## src/rtl/copro_ack_pkg.sv

```systemverilog
package copro_ack_pkg;

    typedef enum logic [1:0] {
        ST_IDLE = 2'd0,
        ST_WAIT = 2'd1,
        ST_ACK  = 2'd2,
        ST_NEG  = 2'd3
    } bus_state_t;

    typedef struct packed {
        logic [1:0] code;      // active-low {upper, lower}
        logic       short_reg; // data steered to upper half
    } ack_ctl_t;

    localparam logic [1:0] ACK_FULL  = 2'b00;
    localparam logic [1:0] ACK_UPPER = 2'b01;
    localparam logic [1:0] ACK_BYTE  = 2'b10;
    localparam logic [1:0] ACK_NONE  = 2'b11;

    function automatic ack_ctl_t decode_ack(input logic [1:0] port_sz, input logic a4);
        ack_ctl_t c;
        if (port_sz[1]) begin
            c.code      = a4 ? ACK_FULL : ACK_UPPER;
            c.short_reg = ~a4;
        end else if (port_sz[0]) begin
            c.code      = ACK_UPPER;
            c.short_reg = 1'b1;
        end else begin
            c.code      = ACK_BYTE;
            c.short_reg = 1'b1;
        end
        return c;
    endfunction

endpackage

```

## src/rtl/cab_sync.sv

```systemverilog
module cab_sync #(
    parameter int W      = 2,
    parameter int STAGES = 2
) (
    input  logic         clk,
    input  logic         srst,
    input  logic [W-1:0] d,
    output logic [W-1:0] q
);
    logic [W-1:0] chain [STAGES];

    generate
        for (genvar s = 0; s < STAGES; s++) begin : g_stage
            if (s == 0) begin : g_first
                always_ff @(posedge clk) begin
                    if (srst) chain[s] <= '1;
                    else      chain[s] <= d;
                end
            end else begin : g_next
                always_ff @(posedge clk) begin
                    if (srst) chain[s] <= '1;
                    else      chain[s] <= chain[s-1];
                end
            end
        end
    endgenerate

    assign q = chain[STAGES-1];
endmodule

```

## src/rtl/cab_rst_filter.sv

```systemverilog
module cab_rst_filter #(
    parameter int MIN_EDGES = 3
) (
    input  logic clk,
    input  logic rst_raw,
    output logic rst_eff
);
    localparam int CW = $clog2(MIN_EDGES + 1);
    localparam logic [CW-1:0] LIMIT = CW'(MIN_EDGES - 1);

    logic [CW-1:0] cnt_q;

    always_ff @(posedge clk) begin
        if (!rst_raw)            cnt_q <= '0;
        else if (cnt_q != LIMIT) cnt_q <= cnt_q + 1'b1;
    end

    assign rst_eff = rst_raw && (cnt_q == LIMIT);
endmodule

```

## src/rtl/cab_fsm.sv

```systemverilog
module cab_fsm
    import copro_ack_pkg::*;
(
    input  logic       clk,
    input  logic       srst,
    input  logic       as_s,
    input  logic       ds_s,
    input  logic       ready,
    input  logic [1:0] port_sz,
    input  logic       a4,
    output bus_state_t state,
    output ack_ctl_t   ctl
);
    bus_state_t state_d;
    logic       strobes_low;
    logic       strobe_up;

    assign strobes_low = !as_s && !ds_s;
    assign strobe_up   = as_s || ds_s;

    always_comb begin
        state_d = state;
        unique case (state)
            ST_IDLE: if (strobes_low) state_d = ST_WAIT;
            ST_WAIT: begin
                if (strobe_up)  state_d = ST_NEG;
                else if (ready) state_d = ST_ACK;
            end
            ST_ACK:  if (strobe_up) state_d = ST_NEG;
            ST_NEG:  state_d = ST_IDLE;
            default: state_d = ST_IDLE;
        endcase
    end

    always_ff @(posedge clk) begin
        if (srst) begin
            state <= ST_IDLE;
            ctl   <= '{code: ACK_NONE, short_reg: 1'b0};
        end else begin
            state <= state_d;
            if (state == ST_IDLE && strobes_low) ctl <= decode_ack(port_sz, a4);
        end
    end
endmodule

```

## src/rtl/copro_ack_responder.sv

```systemverilog
module copro_ack_responder
    import copro_ack_pkg::*;
#(
    parameter int DW         = 32,
    parameter int SYNC_STAGE = 2,
    parameter int RST_EDGES  = 3
) (
    input  logic          clk,
    input  logic          rst,
    input  logic          as_n,
    input  logic          ds_n,
    input  logic          rw,
    input  logic          a4,
    input  logic [1:0]    port_sz,
    input  logic          core_ready,
    input  logic [DW-1:0] core_data,
    output logic [1:0]    dsack_n,
    output logic [1:0]    dsack_oe,
    output logic [DW-1:0] dbus_out,
    output logic          dbus_oe
);
    localparam int HW = DW / 2;

    logic       rst_eff;
    logic [1:0] strobe_s;
    bus_state_t state_q;
    ack_ctl_t   ctl_q;
    logic       rw_q;

    cab_rst_filter #(.MIN_EDGES(RST_EDGES)) u_rflt (
        .clk(clk), .rst_raw(rst), .rst_eff(rst_eff)
    );

    cab_sync #(.W(2), .STAGES(SYNC_STAGE)) u_sync (
        .clk(clk), .srst(rst_eff), .d({as_n, ds_n}), .q(strobe_s)
    );

    cab_fsm u_fsm (
        .clk(clk), .srst(rst_eff),
        .as_s(strobe_s[1]), .ds_s(strobe_s[0]),
        .ready(core_ready), .port_sz(port_sz), .a4(a4),
        .state(state_q), .ctl(ctl_q)
    );

    always_ff @(posedge clk) begin
        if (rst_eff)                 rw_q <= 1'b0;
        else if (state_q == ST_IDLE) rw_q <= rw;
    end

    always_comb begin
        dsack_oe = (state_q == ST_IDLE) ? 2'b00 : 2'b11;
        dsack_n  = (state_q == ST_ACK) ? ctl_q.code : ACK_NONE;
        dbus_oe  = (state_q == ST_ACK) && rw_q;
        dbus_out = ctl_q.short_reg ? {core_data[HW-1:0], {HW{1'b0}}} : core_data;
    end
endmodule

```

## config.mk

```make
export PLATFORM = sky130hd
export DESIGN_NAME = copro_ack_responder
export DESIGN_NICKNAME = d
export VERILOG_FILES = /design/src/rtl/copro_ack_pkg.sv /design/src/rtl/cab_sync.sv /design/src/rtl/cab_rst_filter.sv /design/src/rtl/cab_fsm.sv /design/src/rtl/copro_ack_responder.sv
export SDC_FILE = /design/constraint.sdc
export NUM_CORES = 1
export LEC_CHECK = 0
export BUFFER_PORTS_ARGS = -buffer_cell sky130_fd_sc_hd__buf_2
export CAP_MARGIN = 0
export CORE_MARGIN = 10
export CORE_UTILIZATION = 37
export DETAILED_ROUTE_END_ITERATION = 8
export PLACE_DENSITY = 0.9
export RECOVER_POWER = 25
export SKIP_CTS_REPAIR_TIMING = 1
export SYNTH_ARGS = -nofsm -noshare
export SYNTH_HDL_FRONTEND = slang
export SYNTH_SLANG_ARGS = --single-unit
```

## constraint.sdc

```tcl
create_clock -name clk -period 1.96 [get_ports clk]
set_input_delay 0.294 -clock clk [delete_from_list [all_inputs] [get_ports clk]]
set_output_delay 0.294 -clock clk [all_outputs]
set_load 0.02 [all_outputs]
```

Word-level counts from Yosys, hierarchy flattened
Memories as Yosys holds them, arrays and structs flattened.
Index checks and enable logic that the tools add are counted.
{"block": "op_classes", "addsub": 1, "n_eq_ne": 8, "muxes": 16, "n_bitwise": 3, "reduce_logical": 9}
{"op": "$mux 32", "count": 1}
{"op": "$mux 2", "count": 8}
{"op": "$pmux 2 s4", "count": 1}
{"op": "$eq 2x2->1 const B", "count": 3}
{"op": "$mux 3", "count": 2}
{"op": "$logic_and 1x1->1", "count": 4}
{"op": "$mux 1", "count": 4}
{"op": "$ne 2x1->1 const B", "count": 2}
{"op": "$ne 3x2->1 const B", "count": 1}
{"op": "$reduce_and 3->1", "count": 1}
{"op": "$add 2x1->2 const B", "count": 1}
{"op": "$eq 2x1->1 const B", "count": 1}
{"op": "$logic_not 1->1", "count": 2}
{"op": "$logic_not 2->1", "count": 1}
{"op": "$ne 2x2->1 const B", "count": 1}
{"op": "$or 1x1->1", "count": 2}
{"op": "$logic_or 1x1->1", "count": 1}
{"op": "$not 1->1", "count": 1}
{"block": "word_totals", "ff_bits": 8, "ramBits": 4, "wordCells": 43, "mem_count": 1}
{"memory": "u_sync.chain", "words": 2, "word_bits": 2, "read_ports": 2, "rd_ports_with_merged_regs": 0, "wr": 2, "line_no": "cab_sync.sv:10", "text": "logic [W-1:0] chain [STAGES];"}

Logic depth before layout (Yosys ltp)
{"block": "logic_depth", "word_depth": 5, "mapped_depth": 6, "ltp_nobuf": 5}

Cells and area by module
Synthesis repeated with hierarchy kept, for this count alone.
{"block": "unflattened", "hier_cells": 97, "area_unflattened_um2": 900.9}
{"mod": "copro_ack_responder", "n_inst": 1, "cells_per_inst": 45, "area_each_um2": 385.4, "seq_area_each_um2": 20.0}
{"mod": "cab_fsm", "n_inst": 1, "cells_per_inst": 34, "area_each_um2": 310.3, "seq_area_each_um2": 100.1}
{"mod": "cab_sync", "n_inst": 1, "cells_per_inst": 8, "area_each_um2": 105.1, "seq_area_each_um2": 80.1}
{"mod": "cab_rst_filter", "n_inst": 1, "cells_per_inst": 10, "area_each_um2": 100.1, "seq_area_each_um2": 40.0}

Worst setup path before layout
No wires, ideal clock.
{"block": "synth_path", "path_kind": "reg-to-reg", "start": "register u_fsm.state[0]", "end": "register u_fsm.state[1]", "setup_ns": 0.126, "t_arrival_ns": 1.273, "required_time_ns": 1.834, "path_slack_ns": 0.560, "path_stages_with_launch": 6, "n_path_buf": 0, "period_less_slack_ns": 1.400, "path_cell_list": "dfxtp_1 -> inv_1 -> ha_1 -> or3_1 -> o211ai_1 -> a31oi_1"}
{"block": "synth_between", "elab_chain_len": 3}
{"element": "start, declared", "line_no": "cab_fsm.sv:11", "text": "output bus_state_t state,"}
{"element": "start signal, assigned", "line_no": "cab_fsm.sv:40", "text": "state <= state_d;"}
{"element": "$eq 2x1->1 (tied with other cells)", "line_no": "cab_fsm.sv:23", "text": "unique case (state)"}
{"element": "$ne 3x2->1 (no source line) / $ne 2x1->1 (equally long branches)"}
{"element": "$reduce_and 3->1 (no source line)"}
Parallel ways exist; a longest one is shown, timed or not.
A chain may end at the register's enable or synchronous reset.

Worst setup path after layout
{"block": "layout_path", "start": "register u_fsm.ctl[0] in the netlist's numbering", "end": "output port dbus_out[27]"}
{"block": "layout_between", "elab_chain_len": 1}
{"element": "start, declared", "line_no": "cab_fsm.sv:12", "text": "output ack_ctl_t ctl"}
{"element": "start signal, assigned", "line_no": "cab_fsm.sv:38", "text": "ctl <= '{code: ACK_NONE, short_reg: 1'b0};"}
{"element": "start signal, assigned", "line_no": "cab_fsm.sv:41", "text": "if (state == ST_IDLE && strobes_low) ctl <= decode_ack(port_sz, a4);"}
{"element": "$mux 32", "line_no": "copro_ack_responder.sv:54", "text": "dbus_out = ctl_q.short_reg ? {core_data[HW-1:0], {HW{1'b0}}} : core_data;"}
{"element": "end, declared", "line_no": "copro_ack_responder.sv:19", "text": "output logic [DW-1:0] dbus_out,"}
No other way between the ends.

==> results.py <==
metrics = {
    "run_status": {
        "status": "complete, no violations",
    },
    "setup_path": {
        "setup.worst_path.start_class": "flop",
        "setup.worst_path.end": "dbus_out[27]",
        "worstSetupStartpoint": "u_fsm.ctl[0]",
        "rrSetupSlack_ns": 0.41,
        "worstReg2RegEnd": "u_fsm.state[1]",
        "arrival_ns": 1.47,
        "path_class": "flop to output port",
        "r2r_cells": 5,
        "crit_fanout": 32,
        "crit_required_ns": 1.67,
        "worst_setup_path_end_kind": "output port",
        "timing.rr.start": "u_fsm.state[0]",
    },
    "power_and_ir_drop": {
        "power.leakage_nw": 0.6653,
        "ir_drop_v": 0.0007706,
        "power_density_nw_per_um2": 1412,
    },
    "global_route": {
        "grt_use_total": 0.1146,
        "grt_max_degree": 33,
        "grt_pass1_vias": 960,
        "grt-ovfl-total": 0,
        "grt_pass1_wl_mm": 4.243,
        "antenna_found_initial": 0,
    },
    "floorplan": {
        "dieArea_um2": 4756,
        "die_h_um": 68.97,
        "die_w_um": 68.97,
        "coreArea_um2": 2255,
        "start_util": 0.3935,
        "io_pins": 78,
        "rows": 17,
    },
    "synth": {
        "synthFlopType": "dfxtp_1",
        "post-synth-top-count-cell": "nor2b_1",
        "synth_edf_count": 0,
        "ys_types": 26,
        "syn_area_um2": 887.1,
        "avgSynthCellArea_um2": 9.145,
        "synth_area_leader_cell": "dfxtp_1",
        "synth-seq-cells": 12,
        "syn_nets": 143,
        "seq_area_frac_synth": 0.2708,
        "synth_area_leaders": "dfxtp_1, mux2_1, nor2b_1",
        "synth_warnings": 0,
        "ys_top_cells_by_count": "nor2b_1, mux2_1, dfxtp_1",
        "yosys.area.top_type_share": 0.2708,
        "synthCells": 97,
        "async_reset_ff_frac": 0,
    },
    "clock_tree": {
        "clkLatencyLatePin_ns": 0.28,
        "htreeDepth": 1,
        "max-clock-path-buffers": 2,
        "cts_inserted_buffers": 3,
        "root_buffer": "clkbuf_4",
        "cts.sinks": 12,
        "clkTransAtPathRegs_ns": 0.07,
        "cts_tree": "done",
    },
    "sta": {
        "period_needed_ns": 1.762,
        "finalSetupViolCount": 0,
        "setup_tns_ns": 0,
        "finClkSkew_ns": 0.006490,
        "fmax_ghz": 0.5674,
        "whs_ns": 0.1977,
        "rsz0062_at_grt": "no",
        "maxSlewViolCount": 0,
        "hold_violations": 0,
        "max_slew.worst_pin.slew_ns": 0.3230,
        "slew_headroom": 0.7847,
        "finalCritPeriodShare": 0.8992,
    },
    "place": {
        "port_buffers": 77,
        "gp_congestion": 0.8049,
        "dp_hpwl_mm": 2.710,
    },
    "cells_and_area": {
        "antenna-diode-count": 0,
        "syn_to_final_growth_pct": 45.98,
        "fill_cells": 218,
        "fin_nets": 220,
        "final_layout_size_suffix_gt1_frac": 0.4593,
    },
    "drt": {
        "drt_iter0_drc": 10,
        "vias": 950,
        "drt-total-wl_mm": 3.090,
        "ant_nets": 0,
        "drc": 0,
        "wl_per_cell_um": 15.45,
        "drt-pass1-iter-count": 4,
        "viasPerCell": 4.750,
    },
    "flow_run": {
        "max-cap-violations": 0,
    },
    "hold_path": {
        "hold_class": "input pin to flop",
    },
}
## area by class of cell
cell class | instances | area, µm² | area share
clock buffer | 3 | 22.52 | 0.01739
tap | 28 | 35.03 | 0.02705
inverter | 4 | 15.01 | 0.01159
sequential | 12 | 240.2 | 0.1855
timing repair buffer | 78 | 389.1 | 0.3005
multi-input combinational | 75 | 593.1 | 0.4580
## flip-flops by register name, summed over array words and instances (netlist names)
name and cells:
u_fsm.state 2, u_fsm.ctl 3, u_sync.chain 4, rw_q 1, u_rflt.cnt_q 2
## worst min-delay path by stage
stage                     slack [ns]  cells past startpoint                  to               start
after floorplan                 0.39                      1  u_sync.chain[1][0]  u_sync.chain[0][0]
after global placement          0.39                      1  u_sync.chain[1][0]  u_sync.chain[0][0]
after detailed placement        0.40                      1  u_sync.chain[1][0]  u_sync.chain[0][0]
after CTS                       0.19                      2  u_sync.chain[0][0]                ds_n
after global routing            0.21                      2  u_sync.chain[0][0]                ds_n
final                           0.20                      2  u_sync.chain[0][0]                ds_n
## cells in the final DEF (no fill, tap or decap), types with 4 or more instances in the layout
cell type and n:
nand2b_1 6, dfxtp_1 12, nor2b_1 18, buf_2 74, ha_1 5, inv_1 4, mux2_1 16, nand2_1 5
## critical path: stages (launching register included)
cell     delay (ns)
dfxtp_1        0.33
buf_4          0.32
mux2_1         0.37
buf_2          0.17
## metrics by stage
stage / instance area [µm²] / std cells / setup slack, ns / total power [mW] / util
6_report: 1295 / 200 / 0.1976 / 1.828 / 0.5744
3_3_place_gp: 1276 / 197 / 0.4617 / 1.668 / 0.5660
2_1_floorplan: 887.1 / 97 / 0.5604 / 1.353 / -
5_1_grt: 1295 / 200 / 0.09560 / 1.989 / 0.5744
4_1_cts: 1299 / 200 / 0.1788 / 1.862 / 0.5760
3_5_place_dp: 1276 / 197 / 0.4172 / 1.704 / 0.5660
## kinds of logic after synthesis
family,after synthesis,synth area share
flip-flops,12,0.2708
buffers and inverters,10,0.06065
adder cells (fa/ha/maj),5,0.07052
AO/OA/AOI/OAI,11,0.09310
multiplexers,18,0.2257
AND/OR/NAND/NOR,40,0.2694
XOR/XNOR,1,0.009875
## routing by layer
| metal | vias to the layer above | GRT usage | wire length (µm) |
|---|---|---|---|
| met2 | 61 | 0.2123 | 1382 |
| met5 | - | 0 | 0 |
| li1 | 479 | - | - |
| met1 | 407 | 0.1038 | 1074 |
| met3 | 3 | 0.05797 | 600 |
| met4 | 0 | 0.04433 | 33 |
## where the power goes
part / switching (mW) / internal, mW / leakage [nW]
Combinational: 0.772 / 0.507 / 0.551
Clock: 0.0807 / 0.0713 / 0.0138
Sequential: 0.0525 / 0.345 / 0.101
Total: 0.906 / 0.923 / 0.665
No activity file was read; power rests on OpenSTA's default activity.
